==> src/rtl/dsadc_pkg.sv <==
package dsadc_pkg;

    typedef enum logic [2:0] {
        ST_IDLE,
        ST_CLAMP,
        ST_RUNUP,
        ST_RUNDOWN,
        ST_DONE
    } seq_state_e;

    typedef enum logic [1:0] {
        CNT_HOLD,
        CNT_CLEAR,
        CNT_STEP
    } cnt_op_e;

    typedef struct packed {
        logic sel_ref;
        logic int_rst;
        logic gate;
    } drive_t;

    function automatic drive_t drive_of(seq_state_e st, logic cmp);
        drive_t d;
        d = '0;
        case (st)
            ST_CLAMP:   d.int_rst = 1'b1;
            ST_RUNUP:   d.gate    = 1'b1;
            ST_RUNDOWN: begin
                d.sel_ref = 1'b1;
                d.gate    = cmp;
            end
            default:    d = '0;
        endcase
        return d;
    endfunction

endpackage

==> src/rtl/dsadc_counter.sv <==
module dsadc_counter
    import dsadc_pkg::*;
#(
    parameter int CNT_W = 12
) (
    input  logic             clk,
    input  logic             rst,
    input  cnt_op_e          op,
    output logic [CNT_W-1:0] value
);

    always_ff @(posedge clk) begin
        if (rst) begin
            value <= '0;
        end else begin
            case (op)
                CNT_CLEAR: value <= '0;
                CNT_STEP:  value <= value + 1'b1;
                default:   value <= value;
            endcase
        end
    end

    AST_NO_WRAP: assert property (@(posedge clk) disable iff (rst)
        (op == CNT_STEP) |-> (value != {CNT_W{1'b1}}));

endmodule

==> src/rtl/dsadc_fsm.sv <==
module dsadc_fsm
    import dsadc_pkg::*;
#(
    parameter int CNT_W   = 12,
    parameter int N_INT   = 1000,
    parameter int RST_CYC = 8
) (
    input  logic             clk,
    input  logic             rst,
    input  logic             start,
    input  logic             cmp_hi,
    input  logic [CNT_W-1:0] count,
    output seq_state_e       state,
    output cnt_op_e          op,
    output logic             load,
    output logic             ovr
);

    localparam logic [CNT_W-1:0] CLAMP_LAST = CNT_W'(RST_CYC - 1);
    localparam logic [CNT_W-1:0] RUNUP_LAST = CNT_W'(N_INT - 1);
    localparam logic [CNT_W-1:0] FULL_SCALE = {CNT_W{1'b1}};

    seq_state_e nxt;

    always_comb begin
        nxt  = state;
        op   = CNT_HOLD;
        load = 1'b0;
        ovr  = 1'b0;
        case (state)
            ST_IDLE: begin
                op = CNT_CLEAR;
                if (start) nxt = ST_CLAMP;
            end
            ST_CLAMP: begin
                if (count == CLAMP_LAST) begin
                    op  = CNT_CLEAR;
                    nxt = ST_RUNUP;
                end else begin
                    op = CNT_STEP;
                end
            end
            ST_RUNUP: begin
                if (count == RUNUP_LAST) begin
                    op  = CNT_CLEAR;
                    nxt = ST_RUNDOWN;
                end else begin
                    op = CNT_STEP;
                end
            end
            ST_RUNDOWN: begin
                if (!cmp_hi) begin
                    nxt  = ST_DONE;
                    load = 1'b1;
                end else if (count == FULL_SCALE) begin
                    nxt  = ST_DONE;
                    load = 1'b1;
                    ovr  = 1'b1;
                end else begin
                    op = CNT_STEP;
                end
            end
            ST_DONE: begin
                op  = CNT_CLEAR;
                nxt = ST_IDLE;
            end
            default: begin
                op  = CNT_CLEAR;
                nxt = ST_IDLE;
            end
        endcase
    end

    always_ff @(posedge clk) begin
        if (rst) state <= ST_IDLE;
        else     state <= nxt;
    end

    AST_START_IGNORED: assert property (@(posedge clk) disable iff (rst)
        (state == ST_RUNUP && start) |=> (state != ST_CLAMP));

    AST_RUNDOWN_END: assert property (@(posedge clk) disable iff (rst)
        (state == ST_RUNDOWN && !cmp_hi) |=> (state == ST_DONE));

endmodule

==> src/rtl/dsadc_latch.sv <==
module dsadc_latch #(
    parameter int CNT_W = 12
) (
    input  logic             clk,
    input  logic             rst,
    input  logic             load,
    input  logic             ovr,
    input  logic [CNT_W-1:0] count,
    output logic [CNT_W-1:0] result,
    output logic             over_range
);

    always_ff @(posedge clk) begin
        if (rst) begin
            result     <= '0;
            over_range <= 1'b0;
        end else if (load) begin
            result     <= ovr ? {CNT_W{1'b1}} : count;
            over_range <= ovr;
        end
    end

    AST_OVR_ONES: assert property (@(posedge clk) disable iff (rst)
        over_range |-> (result == {CNT_W{1'b1}}));

endmodule

==> src/rtl/dual_slope_seq.sv <==
module dual_slope_seq
    import dsadc_pkg::*;
#(
    parameter int CNT_W   = 12,
    parameter int N_INT   = 1000,
    parameter int RST_CYC = 8
) (
    input  logic             clk,
    input  logic             rst,
    input  logic             start,
    input  logic             cmp_hi,
    output logic             sel_ref,
    output logic             int_rst,
    output logic             cnt_gate,
    output logic             done,
    output logic             over_range,
    output logic [CNT_W-1:0] result
);

    seq_state_e       state;
    cnt_op_e          op;
    logic             load;
    logic             ovr;
    logic [CNT_W-1:0] count;
    drive_t           drv;

    dsadc_counter #(.CNT_W(CNT_W)) u_counter (
        .clk   (clk),
        .rst   (rst),
        .op    (op),
        .value (count)
    );

    dsadc_fsm #(.CNT_W(CNT_W), .N_INT(N_INT), .RST_CYC(RST_CYC)) u_fsm (
        .clk    (clk),
        .rst    (rst),
        .start  (start),
        .cmp_hi (cmp_hi),
        .count  (count),
        .state  (state),
        .op     (op),
        .load   (load),
        .ovr    (ovr)
    );

    dsadc_latch #(.CNT_W(CNT_W)) u_latch (
        .clk        (clk),
        .rst        (rst),
        .load       (load),
        .ovr        (ovr),
        .count      (count),
        .result     (result),
        .over_range (over_range)
    );

    assign drv      = drive_of(state, cmp_hi);
    assign sel_ref  = drv.sel_ref;
    assign int_rst  = drv.int_rst;
    assign cnt_gate = drv.gate;
    assign done     = (state == ST_DONE);

    AST_CLAMP_NO_GATE: assert property (@(posedge clk) disable iff (rst)
        int_rst |-> (!cnt_gate && !sel_ref));

    AST_DONE_PULSE: assert property (@(posedge clk) disable iff (rst)
        done |=> !done);

    AST_HOLD_RESULT: assert property (@(posedge clk) disable iff (rst)
        !done |-> ($stable(result) && $stable(over_range)));

endmodule

==> config.mk <==
export PLATFORM = sky130hd
export DESIGN_NAME = dual_slope_seq
export DESIGN_NICKNAME = d
export VERILOG_FILES = /design/src/rtl/dsadc_pkg.sv /design/src/rtl/dsadc_counter.sv /design/src/rtl/dsadc_fsm.sv /design/src/rtl/dsadc_latch.sv /design/src/rtl/dual_slope_seq.sv
export SDC_FILE = /design/constraint.sdc
export NUM_CORES = 1
export LEC_CHECK = 0
export CAP_MARGIN = 40
export CELL_PAD_IN_SITES_DETAIL_PLACEMENT = 1
export CELL_PAD_IN_SITES_GLOBAL_PLACEMENT = 1
export CORE_ASPECT_RATIO = 0.7
export CORE_MARGIN = 3
export CORE_UTILIZATION = 27
export DETAILED_ROUTE_END_ITERATION = 6
export DONT_BUFFER_PORTS = 1
export PLACE_DENSITY = 0.6
export SYNTH_ARGS = -nofsm -noshare
export SYNTH_HDL_FRONTEND = slang
export SYNTH_SLANG_ARGS = --single-unit
==> constraint.sdc <==
create_clock -name clk -period 3 [get_ports clk]
set_clock_uncertainty 0.15 [all_clocks]
set_input_delay 0.15 -clock clk [delete_from_list [all_inputs] [get_ports clk]]
set_output_delay 0.15 -clock clk [all_outputs]
set_load 0.02 [all_outputs]
# After elaboration in Yosys (flattened, before gate mapping)
# Cells that the tools add are included.
# totals
register_bits	28
output_inout_bits	17
input_bits	4
elab_cells	42
# classes
eq_ne	13
n_reduce_logical	3
n_addsub	1
n_mux	21
# op_table
cell	count
12-bit one-hot mux with 2 select lines	1
3-bit 2-to-1 mux	5
12-bit by 1-bit adder with 12-bit output (second input constant)	1
12-bit by 10-bit equality test with 1-bit output (second input constant)	1
12-bit equality test (second input constant)	1
12-bit by 3-bit equality test with 1-bit output (second input constant)	1
12-bit 2-to-1 mux	1
3-bit one-hot mux with 4 select lines	1
2-bit 2-to-1 mux	4
1-bit 2-to-1 mux	7
3-bit by 2-bit equality test with 1-bit output (second input constant)	2
2-bit one-hot mux with 3 select lines	1
2-bit by 1-bit inequality test with 1-bit output (second input constant)	2
4-bit AND reduction	1
3-bit by 1-bit equality test with 1-bit output (second input constant)	1
3-bit equality test (second input constant)	1
3-bit logical NOT	1
3-bit by 2-bit inequality test with 1-bit output (second input constant)	1
2-bit by 1-bit equality test with 1-bit output (second input constant)	1
2-bit equality test (second input constant)	1
2-bit inequality test (second input constant)	1
1-bit one-hot mux with 2 select lines	1
2-bit nonzero test	1

# Depth between registers and ports, before layout
# Gate-level depths: netlist of the first run.
# logic_depth
ltp_word	6
ltp_mapped	10
depth_no_buf	10

# Modules after synthesis
# Synthesis of the first run repeated with hierarchy kept, for this count alone.
# unflattened
hier_cells	162
area_unflattened_um2	1487.7
# by_module_without_submodules
mod	seq_area_each_um2	instances	cells_each	area_each_um2
dsadc_latch	260.2	1	56	575.6
dsadc_counter	240.2	1	62	573.0
dsadc_fsm	60.1	1	39	295.3
dual_slope_seq	0.0	1	5	43.8

# Least setup slack after synthesis of the first run
# No wires, ideal clock.
# synth_timing
path_type	register to register
startpoint	register u_fsm.state[1]
endpoint	register u_counter.value[4]
stages_incl_launch_ff	9
synth_period_minus_slack_ps	2555
setup_time_ps	70
arrival_time_ps	2335
slack_ps	445
cell_sequence	dfxtp_1 clkbuf_1 nor3b_1 a22oi_1 o31ai_1 ha_1 nand2b_1 or3_1 a21oi_1
# synth_between
elab_chain_len	4
elab_cells_between_ends	8
cone_classes	eq/ne: 5; mux: 2; reduce/logical: 1
# synth_rtl
element	line_no	text
start: declaration	dsadc_fsm.sv:13	output seq_state_e state,
start signal: assignment	dsadc_fsm.sv:76	else state <= nxt;
3-bit by 2-bit equality test with 1-bit output or 3-bit by 1-bit equality test with 1-bit output (tied branches)	dsadc_fsm.sv:30	case (state)
2-bit one-hot mux with 3 select lines *	dsadc_fsm.sv:30	
2-bit equality test or 2-bit by 1-bit equality test with 1-bit output (tied branches)	dsadc_counter.sv:16	case (op)
12-bit one-hot mux with 2 select lines or 2-bit nonzero test (tied branches)	n/a	
end signal: assignment	dsadc_counter.sv:18	CNT_STEP: value <= value + 1'b1;
end signal: assignment	dsadc_counter.sv:19	default: value <= value;
end: declaration	dsadc_counter.sv:9	output logic [CNT_W-1:0] value
# Mark *: on every way between the ends. The rest lies on a longest branch, timed or not.
# A chain may end at the register's enable or synchronous reset.

# Final worst setup path of the first run
# layout_timing
startpoint	register u_counter.value[0]
endpoint	register u_counter.value[11]
# layout_between
elab_chain_len	6
elab_cells_between_ends	13
cone_classes	add/sub: 1; eq/ne: 5; mux: 6; reduce/logical: 1
# layout_rtl
element	line_no	text
12-bit equality test	dsadc_fsm.sv:55	end else if (count == FULL_SCALE) begin
2-bit 2-to-1 mux	dsadc_fsm.sv:55	
2-bit 2-to-1 mux	dsadc_fsm.sv:52	if (!cmp_hi) begin
2-bit one-hot mux with 3 select lines	dsadc_fsm.sv:30	
2-bit equality test or 2-bit by 1-bit equality test with 1-bit output (tied branches)	dsadc_counter.sv:16	
12-bit one-hot mux with 2 select lines or 2-bit nonzero test (tied branches)	n/a	
# Several ways; a longest one is shown, not always the timed one.

==> flow_metrics.py, run 1 <==
metrics = {
    "synth": {
        "avgSynthCellArea_um2": 9.23,
        "synth_seq_cells": 28,
        "async_flop_share_pct": 0,
        "synthFlopType": "dfxtp_1",
        "synth_edf_count": 0,
        "synth_nets": 160,
        "yosysSeqAreaShare_pct": 39.4,
        "postSynthCellCount": 154,
        "yosys_warnings": 0,
        "synth_area_um2": 1420,
        "synth_cell_types": 42,
    },
    "timing": {
        "fin_tns_setup_ns": 0,
        "hold_violations": 0,
        "relSlewSlack_pct": 44.5,
        "tightest_slew_ns": 0.830,
        "slew_violations": 0,
        "fin_crit_ns": 2.89,
        "setup-violations-final": 0,
        "min_period_over_period_pct": 96.5,
        "grt_setup_unrepaired": "yes",
        "timing.fmax_ghz": 0.345,
    },
    "clock_tree": {
        "cts_buffer_depth": 2,
        "cts_tree": "built",
        "cts_buffers": 3,
        "clkTransAtPathRegs_ns": 0.10,
        "h-tree-depth": 1,
        "clkSinkCount": 28,
        "root_buffer": "clkbuf_8",
        "insertion_delay_ns": 0.28,
    },
    "pwr": {
        "pwr-share-comb_pct": 8.4,
        "switchingPower_mw": 0.161,
        "power_frac_seq_pct": 51.6,
        "peakVddDrop_uv": 207,
        "p_leak_nw": 0.576,
        "power_mw": 0.743,
        "switching_share_pct": 21.7,
        "internal-power_mw": 0.582,
        "pwr-share-clk_pct": 40.0,
        "power_density_nw_per_um2": 467,
    },
    "critical_path": {
        "worstPathRequired_ns": 3.02,
        "crit_chain": "ha_1 -> nand3_1 -> o31a_2 -> a22oi_1 -> o31ai_1 -> ha_1 -> and3b_2 -> nand4_1 -> xor2_1 -> nor2_1",
        "crit_start": "u_counter.value[0]",
        "cpPeakStageDelay_ns": 0.40,
        "worstSetupPathType": "flop to flop",
        "r2r_start": "u_counter.value[0]",
        "worst_setup_path_end_kind": "flop",
        "setup.worst_path.start_class": "flop",
        "path_max_fanout": 5,
        "arrival_ns": 2.92,
        "r2r_slack_ns": 0.11,
        "crit_path_frequent_cell": "ha_1",
        "critPathSlowestCell": "dfxtp_1",
    },
    "worst_hold_path": {
        "hold_class": "input port to flop",
        "hold_start": "cmp_hi",
    },
    "global_route": {
        "antenna_found_initial": 0,
        "grt_overflow": 0,
        "grt_pass1_vias": 1163,
        "grt_max_degree": 18,
        "grt_pass1_wl_mm": 6.04,
        "grt_use_total_pct": 12.7,
    },
    "final_layout": {
        "multi_input_area_um2": 793,
        "nFillCells": 599,
        "nets": 163,
        "finalNonFillerCells": 225,
        "areaGrowthSynthToFinish_pct": 12.0,
        "regArea_um2": 561,
        "diodes": 0,
        "final_layout_size_suffix_gt1_share_pct": 25.0,
    },
    "placement": {
        "gp_congestion": 0.877,
        "port_buffers": 0,
        "dp_cells": 219,
        "place_hpwl_mm": 2.54,
    },
    "job": {
        "max_cap_violations": 0,
    },
    "die": {
        "fp.dieH_um": 66.7,
        "start_util_pct": 28.8,
        "die_x_um": 92.7,
        "ios": 21,
        "rows": 21,
        "design.core.area_um2": 4940,
        "die_area_um2": 6180,
    },
    "drt": {
        "first_iter_violations": 75,
        "drt-wirelength-per-cell_um": 16.2,
        "ant_nets": 0,
        "wirelength_mm": 3.65,
        "drc": 0,
        "drt_first_pass_iters": 4,
        "vias_per_cell": 4.88,
        "vias": 1099,
    },
    "run_status": {
        "run_status": "completed",
    },
}
==> metrics by stage <==
stage	hold slack, ns	setup WS [ns]	utilization [%]	area, um^2
2_1_floorplan	0.242	0.445	-	1420
3_3_place_gp	0.0692	0.295	30.1	1490
3_5_place_dp	0.0704	0.154	30.1	1490
4_1_cts	0.0634	0.127	31.9	1580
5_1_grt	0.0881	-0.0570	32.2	1590
6_report	0.0683	0.106	32.2	1590
==> critical path: cells and delay by family (launching register included) <==
kind	cells	cell delay, ns
adders and majority gates	2	0.64
and+or+nand+nor	4	0.72
DFF	1	0.40
AOI/OAI and AO/OA	3	0.68
xor gates and xnor gates	1	0.19
==> logic make-up (layout without fill, tap and decap cells) <==
kind of cell,count (synthesis),after routing,share of synthesized area [%]
AOI/OAI and AO/OA,28,28,15.2
buffers and inverters,13,15,5.81
adders and majority gates,2,2,1.76
xor gates and xnor gates,9,9,5.55
DFF,28,28,39.4
and+or+nand+nor,72,72,30.8
muxes,2,2,1.41
==> placed cells by master (no fill, tap or decap), types with 2 or more instances in the layout <==
| master | instances |
|---|---|
| nor2b_1 | 2 |
| o21ai_0 | 3 |
| clkbuf_8 | 3 |
| nand3_1 | 3 |
| ha_1 | 2 |
| nor2_1 | 24 |
| inv_1 | 2 |
| nand2_1 | 5 |
| or3_1 | 2 |
| nor3b_1 | 4 |
| xor2_1 | 7 |
| nor3_1 | 9 |
| mux2i_1 | 2 |
| xnor2_1 | 2 |
| dlygate4sd3_1 | 2 |
| a21oi_2 | 9 |
| nand4_1 | 4 |
| buf_4 | 7 |
| dfxtp_1 | 28 |
| a21oi_1 | 7 |
| nor3_2 | 8 |
==> power groups by stage <==
stage	combinational, mW	clock [mW]	sequential [mW]
3_5_place_dp	0.0529	0	0.392
2_1_floorplan	0.0446	0	0.390
3_3_place_gp	0.0515	0	0.391
5_1_grt	0.0694	0.325	0.385
6_report	0.0620	0.297	0.384
4_1_cts	0.0596	0.311	0.383
==> registers in the layout, indices dropped and copies added, names as in the netlist <==
register	flops
u_fsm.state	3
u_counter.value	12
u_latch.result	12
u_latch.over_range	1
==> worst paths after layout <==
kind,endpoint,cells after the start
max,u_counter.value[11],10
min,u_fsm.state[0],3
max reg2reg,u_counter.value[11],10
min reg2reg,u_latch.result[1],2
==> Yosys cell counts (2+ instances only) <==
master,count,area (um^2)
nand2_1,5,18.8
nor3_1,9,45.0
clkbuf_2,2,10.0
buf_2,2,10.0
xnor2_1,2,17.5
ha_1,2,25.0
o21ai_0,3,15.0
nand2b_1,2,12.5
or3_1,2,12.5
nand4_1,4,25.0
clkbuf_1,4,15.0
dfxtp_1,28,561
xor2_1,7,61.3
nor3_2,8,80.1
nor3b_1,4,30.0
mux2i_1,2,20.0
inv_1,2,7.51
a21oi_1,7,35.0
nor2_1,24,90.1
nor2b_1,2,12.5
nand3_1,3,15.0
a21oi_2,9,78.8
and3b_1,2,17.5
==> per-layer routing <==
metal / routed length (um) / GRT usage (%) / share of wire (%) / vias up
li1: - / - / - / 546
met1: 1860 / 17.2 / 51 / 534
met2: 1590 / 19.8 / 43 / 17
met3: 183 / 4.06 / 5.0 / 2
met4: 14 / 2.38 / 0.38 / 0
met5: 0 / 0 / 0 / -
==> timing repair <==
item                                    in CTS  in global routing
hold buffers                                 2                  0
resized for setup                            0                  4
buffers inserted                             0                  0
endpoints found under the setup margin       0                  5
endpoints found under the hold margin       16                  0
==> cell type report <==
cell class / count / area share, %
multi-input combinational: 113 / 49.8
sequential: 28 / 35.2
tap: 69 / 5.42
timing repair buffer: 9 / 4.56
clock buffer: 3 / 2.59
clock inverter: 1 / 1.89
inverter: 2 / 0.472
Power figures use the tool's default switching activity.
==> inputs of run 2 (changes only) <==
CORE_ASPECT_RATIO = 1.25   (was 0.7)
==> flow_metrics.py, run 2 (synthesized netlist as in run 1, its figures left out) <==
metrics = {
    "run_status": {
        "run_status": "completed",
    },
    "clock_tree": {
        "cts_setup_buffers": 0,
        "cts_buffers": 3,
        "root_buffer": "clkbuf_8",
        "clkTransAtPathRegs_ns": 0.10,
        "clkSinkCount": 28,
        "h-tree-depth": 1,
        "cts_buffer_depth": 2,
        "cts_tree": "built",
        "insertion_delay_ns": 0.28,
    },
    "worst_hold_path": {
        "hold_class": "input port to flop",
    },
    "final_layout": {
        "reg.largest.list": "u_counter.value x12, u_latch.result x12, u_fsm.state x3",
        "multi_input_area_um2": 787,
        "diodes": 0,
        "final_common_cell": "dfxtp_1",
        "final_cell_mix": "26 x dfxtp_1, 24 x nor2_1, 9 x a21oi_2, 9 x nor3_2, 8 x nor3_1",
        "regArea_um2": 563,
        "areaGrowthSynthToFinish_pct": 7.75,
        "nFillCells": 588,
        "final_layout_size_suffix_gt1_share_pct": 24.8,
        "fin_util_pct": 31.2,
        "finalNonFillerCells": 213,
        "nets": 161,
    },
    "die": {
        "start_util_pct": 29.0,
        "die_x_um": 70.9,
        "design.core.area_um2": 4900,
        "fp.dieH_um": 87.1,
        "die_area_um2": 6180,
        "rows": 28,
        "ios": 21,
    },
    "timing": {
        "whs_ns": 0.0697,
        "fin_crit_ns": 2.76,
        "relSlewSlack_pct": 43.2,
        "setup_ws_ns": 0.242,
        "min_period_over_period_pct": 91.9,
        "timing.fmax_ghz": 0.363,
        "fin_tns_setup_ns": 0,
        "hold_violations": 0,
        "grt_setup_unrepaired": "no",
        "tightest_slew_ns": 0.852,
        "setup-violations-final": 0,
        "slew_violations": 0,
    },
    "drt": {
        "top_layer": "met4",
        "vias_per_cell": 5.14,
        "vias": 1094,
        "drt_first_pass_iters": 4,
        "met2WireLength_mm": 1.68,
        "wl_met3_um": 82,
        "wl_met1_mm": 1.45,
        "drc": 0,
        "first_iter_violations": 44,
        "ant_nets": 0,
        "drt-wirelength-per-cell_um": 15.4,
        "wirelength_mm": 3.28,
    },
    "job": {
        "max_cap_violations": 0,
    },
    "critical_path": {
        "setup.worst_path.start_class": "flop",
        "worstSetupPathType": "flop to flop",
        "worstPathRequired_ns": 3.06,
        "arrival_ns": 2.82,
        "worst_setup_path_end_kind": "flop",
        "path_max_fanout": 7,
    },
    "global_route": {
        "grt_overflow": 0,
        "grt_max_degree": 18,
        "grt_pass1_wl_mm": 5.96,
        "antenna_found_initial": 0,
        "grt_pass1_vias": 1163,
        "grt_use_total_pct": 12.1,
    },
    "pwr": {
        "power_density_nw_per_um2": 425,
        "p_leak_nw": 0.546,
        "peakVddDrop_uv": 152,
    },
    "placement": {
        "port_buffers": 0,
        "gp_congestion": 0.808,
        "pre_cts_ws_ns": 0.206,
        "dp_cells": 208,
        "place_hpwl_mm": 2.43,
    },
}
## run 2: cell type report
class | count | share of cell area, %
multi-input cells | 113 | 51.4
repair buffers | 7 | 3.76
inverters | 2 | 0.490
well taps | 60 | 4.90
flip-flops and latches | 28 | 36.8
clock buffers | 3 | 2.70
## run 2: what timing repair did
| action | CTS | global route |
|---|---|---|
| resized for setup | 0 | 5 |
| endpoints found under the setup margin | 0 | 6 |
| endpoints found under the hold margin | 16 | 0 |
| hold buffers | 2 | 0 |
## run 2: per-stage QoR
step                      cell area, um^2  power [mW]
final                                1530       0.651
after floorplan                      1420       0.434
after CTS                            1520       0.659
after global routing                 1530       0.684
after detailed placement             1460       0.444
after global placement               1460       0.442
## run 2: power by group
part	internal (mW)	switching (mW)	total, mW
Combinational	0.0245	0.0331	0.0577
Clock	0.0904	0.119	0.209
Sequential	0.377	0.00777	0.385
## run 2: worst paths after layout
check                                    startpoint                  to  slack, ns  cells past startpoint
worst min register to register  u_counter.value[10]  u_latch.result[10]       0.40                      2
worst min-delay path                         cmp_hi      u_fsm.state[0]       0.07                      3
worst max register to register   u_counter.value[0]  u_counter.value[4]       0.24                      9
worst max-delay path             u_counter.value[0]  u_counter.value[4]       0.24                      9
## run 2: layer usage
metal / track usage, % / vias up
li1: - / 539
met1: 15.5 / 539
met4: 5.47 / 0
met5: 0 / -
met2: 19.6 / 11
met3: 2.31 / 5
## run 2: critical path, stage by stage, from the launching register on
cell and delay [ns]:
dfxtp_2 0.38, ha_1 0.22, nand3_1 0.18, o31a_2 0.37
a22oi_1 0.19, o31ai_1 0.11, ha_1 0.36, nand2b_2 0.27
or3_1 0.33, a21oi_1 0.14
==> inputs of run 3 (changes only) <==
ABC_AREA = 1   (was not set)
CTS_CLUSTER_SIZE = 14   (was not set)
PLACE_DENSITY = 0.63   (was 0.6)
==> flow_metrics.py, run 3 <==
metrics = {
    "run_status": {
        "run_status": "completed",
    },
    "placement": {
        "port_buffers": 0,
        "place_hpwl_mm": 2.68,
        "place_area_um2": 1430,
        "gp_congestion": 0.766,
    },
    "synth": {
        "synth_area_um2": 1370,
        "avgSynthCellArea_um2": 7.19,
        "yosysMostFrequentCell": "dfxtp_1",
        "async_flop_share_pct": 0,
        "synth_nets": 196,
        "synth_seq_cells": 28,
        "postSynthCellCount": 190,
        "yosysSeqAreaShare_pct": 41.0,
        "synth_edf_count": 0,
        "ys_top_cells_by_count": "28 x dfxtp_1, 25 x nand2_1, 23 x inv_1, 23 x nor2_1, 21 x a21oi_1",
        "synthFlopType": "dfxtp_1",
        "yosysTopAreaCell": "dfxtp_1",
        "yosys_warnings": 0,
        "yosysTopAreaCellShare_pct": 41.0,
        "synth_cell_types": 26,
        "synth_area_leaders": "dfxtp_1 41%, a21oi_1 7.7%, nand2_1 6.9%, o21ai_0 6.6%, inv_1 6.3%",
    },
    "timing": {
        "hold_violations": 0,
        "relSlewSlack_pct": 58.6,
        "tightest_slew_ns": 0.616,
        "fin_crit_ns": 2.63,
        "min_period_over_period_pct": 87.5,
        "grt_setup_unrepaired": "no",
        "fin_tns_setup_ns": 0,
        "slew_violations": 0,
        "setup-violations-final": 0,
        "timing.fmax_ghz": 0.381,
    },
    "final_layout": {
        "nFillCells": 595,
        "final_layout_size_suffix_gt1_share_pct": 15.0,
        "fin_util_pct": 31.8,
        "final_common_cell": "dfxtp_1",
        "areaGrowthSynthToFinish_pct": 11.7,
        "reg.largest.list": "u_counter.value x12, u_latch.result x12, u_fsm.state x3",
        "diodes": 0,
        "nets": 200,
        "multi_input_area_um2": 681,
        "final_cell_mix": "26 x dfxtp_1, 25 x nand2_1, 23 x inv_1, 23 x nor2_1, 21 x a21oi_1",
        "design_area_um2": 1530,
        "regArea_um2": 563,
    },
    "drt": {
        "vias_per_cell": 4.77,
        "wirelength_mm": 3.49,
        "drt_first_pass_iters": 4,
        "first_iter_violations": 41,
        "drt-wirelength-per-cell_um": 13.8,
        "vias": 1208,
        "ant_nets": 0,
        "drc": 0,
    },
    "critical_path": {
        "critPathSlowestCell": "dfxtp_2",
        "worst_setup_path_end_kind": "flop",
        "cpPeakStageDelay_ns": 0.38,
        "arrival_ns": 2.69,
        "worstSetupPathType": "flop to flop",
        "crit_chain": "ha_2 -> nand3_1 -> nor2_1 -> nand2_1 -> nor3_1 -> a211oi_1 -> ha_1 -> inv_1 -> nand3_1 -> nor2_4 -> nand2_1 -> nor2_1 -> o21ai_1 -> a21oi_1",
        "setup.worst_path.start_class": "flop",
        "worstPathRequired_ns": 3.06,
        "path_max_fanout": 5,
    },
    "global_route": {
        "grt_pass1_wl_mm": 6.10,
        "grt_use_total_pct": 12.7,
        "antenna_found_initial": 0,
        "grt_pass1_vias": 1240,
        "grt_overflow": 0,
        "grt_max_degree": 17,
    },
    "clock_tree": {
        "h-tree-depth": 1,
        "cts_buffer_depth": 2,
        "cts_buffers": 3,
        "cts_tree": "built",
        "clkSinkCount": 28,
        "clkTransAtPathRegs_ns": 0.10,
        "insertion_delay_ns": 0.28,
        "root_buffer": "clkbuf_8",
    },
    "die": {
        "die_x_um": 69.6,
        "fp.dieH_um": 85.5,
        "die_area_um2": 5960,
        "ios": 21,
        "design.core.area_um2": 4800,
        "start_util_pct": 28.5,
        "rows": 28,
    },
    "job": {
        "max_cap_violations": 0,
    },
    "pwr": {
        "p_leak_nw": 0.572,
        "peakVddDrop_uv": 221,
        "power_mw": 1.14,
        "power_density_nw_per_um2": 747,
    },
    "worst_hold_path": {
        "hold_class": "input port to flop",
    },
}
## run 3: cell types whose count changed in the layout (fill, tap and decap cells not counted), moves of 4 or more
cell / previous run / this run
nand2_2: 0 / 6
nand2_1: 5 / 25
nor2_2: 0 / 4
nor3b_1: 4 / 0
a21oi_1: 7 / 21
nand3_1: 3 / 10
nor3_2: 9 / 2
o21ai_0: 3 / 18
a21oi_2: 9 / 0
inv_1: 2 / 23
xor2_1: 7 / 1
## run 3: area by class of cell
cell class,instances,area share [%]
Clock buffer,3,2.70
Clock inverter,1,1.97
Inverter,27,6.64
Multi-Input combinational cell,130,44.6
Sequential cell,28,36.9
Tap cell,60,4.92
Timing Repair Buffer,4,2.30
## run 3: cell families (layout without fill, tap and decap cells)
kind of cell	Yosys count	after routing	share of synthesized area, %
simple gates	83	83	30.1
compound gates	44	44	16.7
fa+ha+maj	2	2	1.83
buf+inv	32	35	9.71
xor+xnor	1	1	0.641
flops	28	28	41.0
## run 3: layer usage
metal	vias up	part of all wire, %	track usage, %
met1	563	44	14.3
li1	623	-	-
met5	-	0	0
met4	0	1.4	4.53
met2	18	51	23.6
met3	4	3.5	2.81
## run 3: worst paths after layout
kind | startpoint | slack, ns | depth (start not counted) | endpoint
setup / recovery | u_counter.value[0] | 0.37 | 14 | u_counter.value[10]
hold / removal | cmp_hi | 0.03 | 3 | u_fsm.state[2]
setup reg to reg | u_counter.value[0] | 0.37 | 14 | u_counter.value[10]
hold reg to reg | u_counter.value[11] | 0.38 | 2 | u_counter.value[11]
## run 3: power breakdown
group	leakage [nW]	switching [mW]	internal, mW
logic	0.309	0.244	0.128
registers	0.227	0.0601	0.408
clock network	0.0357	0.122	0.179
total	0.572	0.426	0.714
## run 3: repair_timing
item	CTS	global route
hold endpoints to repair	3	0
hold buffers	2	0
resized for setup	0	4
endpoints found under the setup margin	0	2
setup buffers	0	0
## run 3: through the flow
step	hold slack, ns	instances	setup WS (ns)
CTS	0.0276	253	0.235
global route	0.0546	253	0.0542
floorplan	0.0691	190	0.662
global placement	0.0703	247	0.330
finish	0.0278	253	0.374
detailed placement	0.0757	247	0.269
## run 3: worst max-delay path, delay by kind of cell, from the launching register on
kind / cells / cell delay [ns]
AND/OR/NAND/NOR: 8 / 1.03
buffers and inverters: 1 / 0.14
flip-flops: 1 / 0.38
adder cells (fa/ha/maj): 2 / 0.59
AO/OA/AOI/OAI: 3 / 0.26
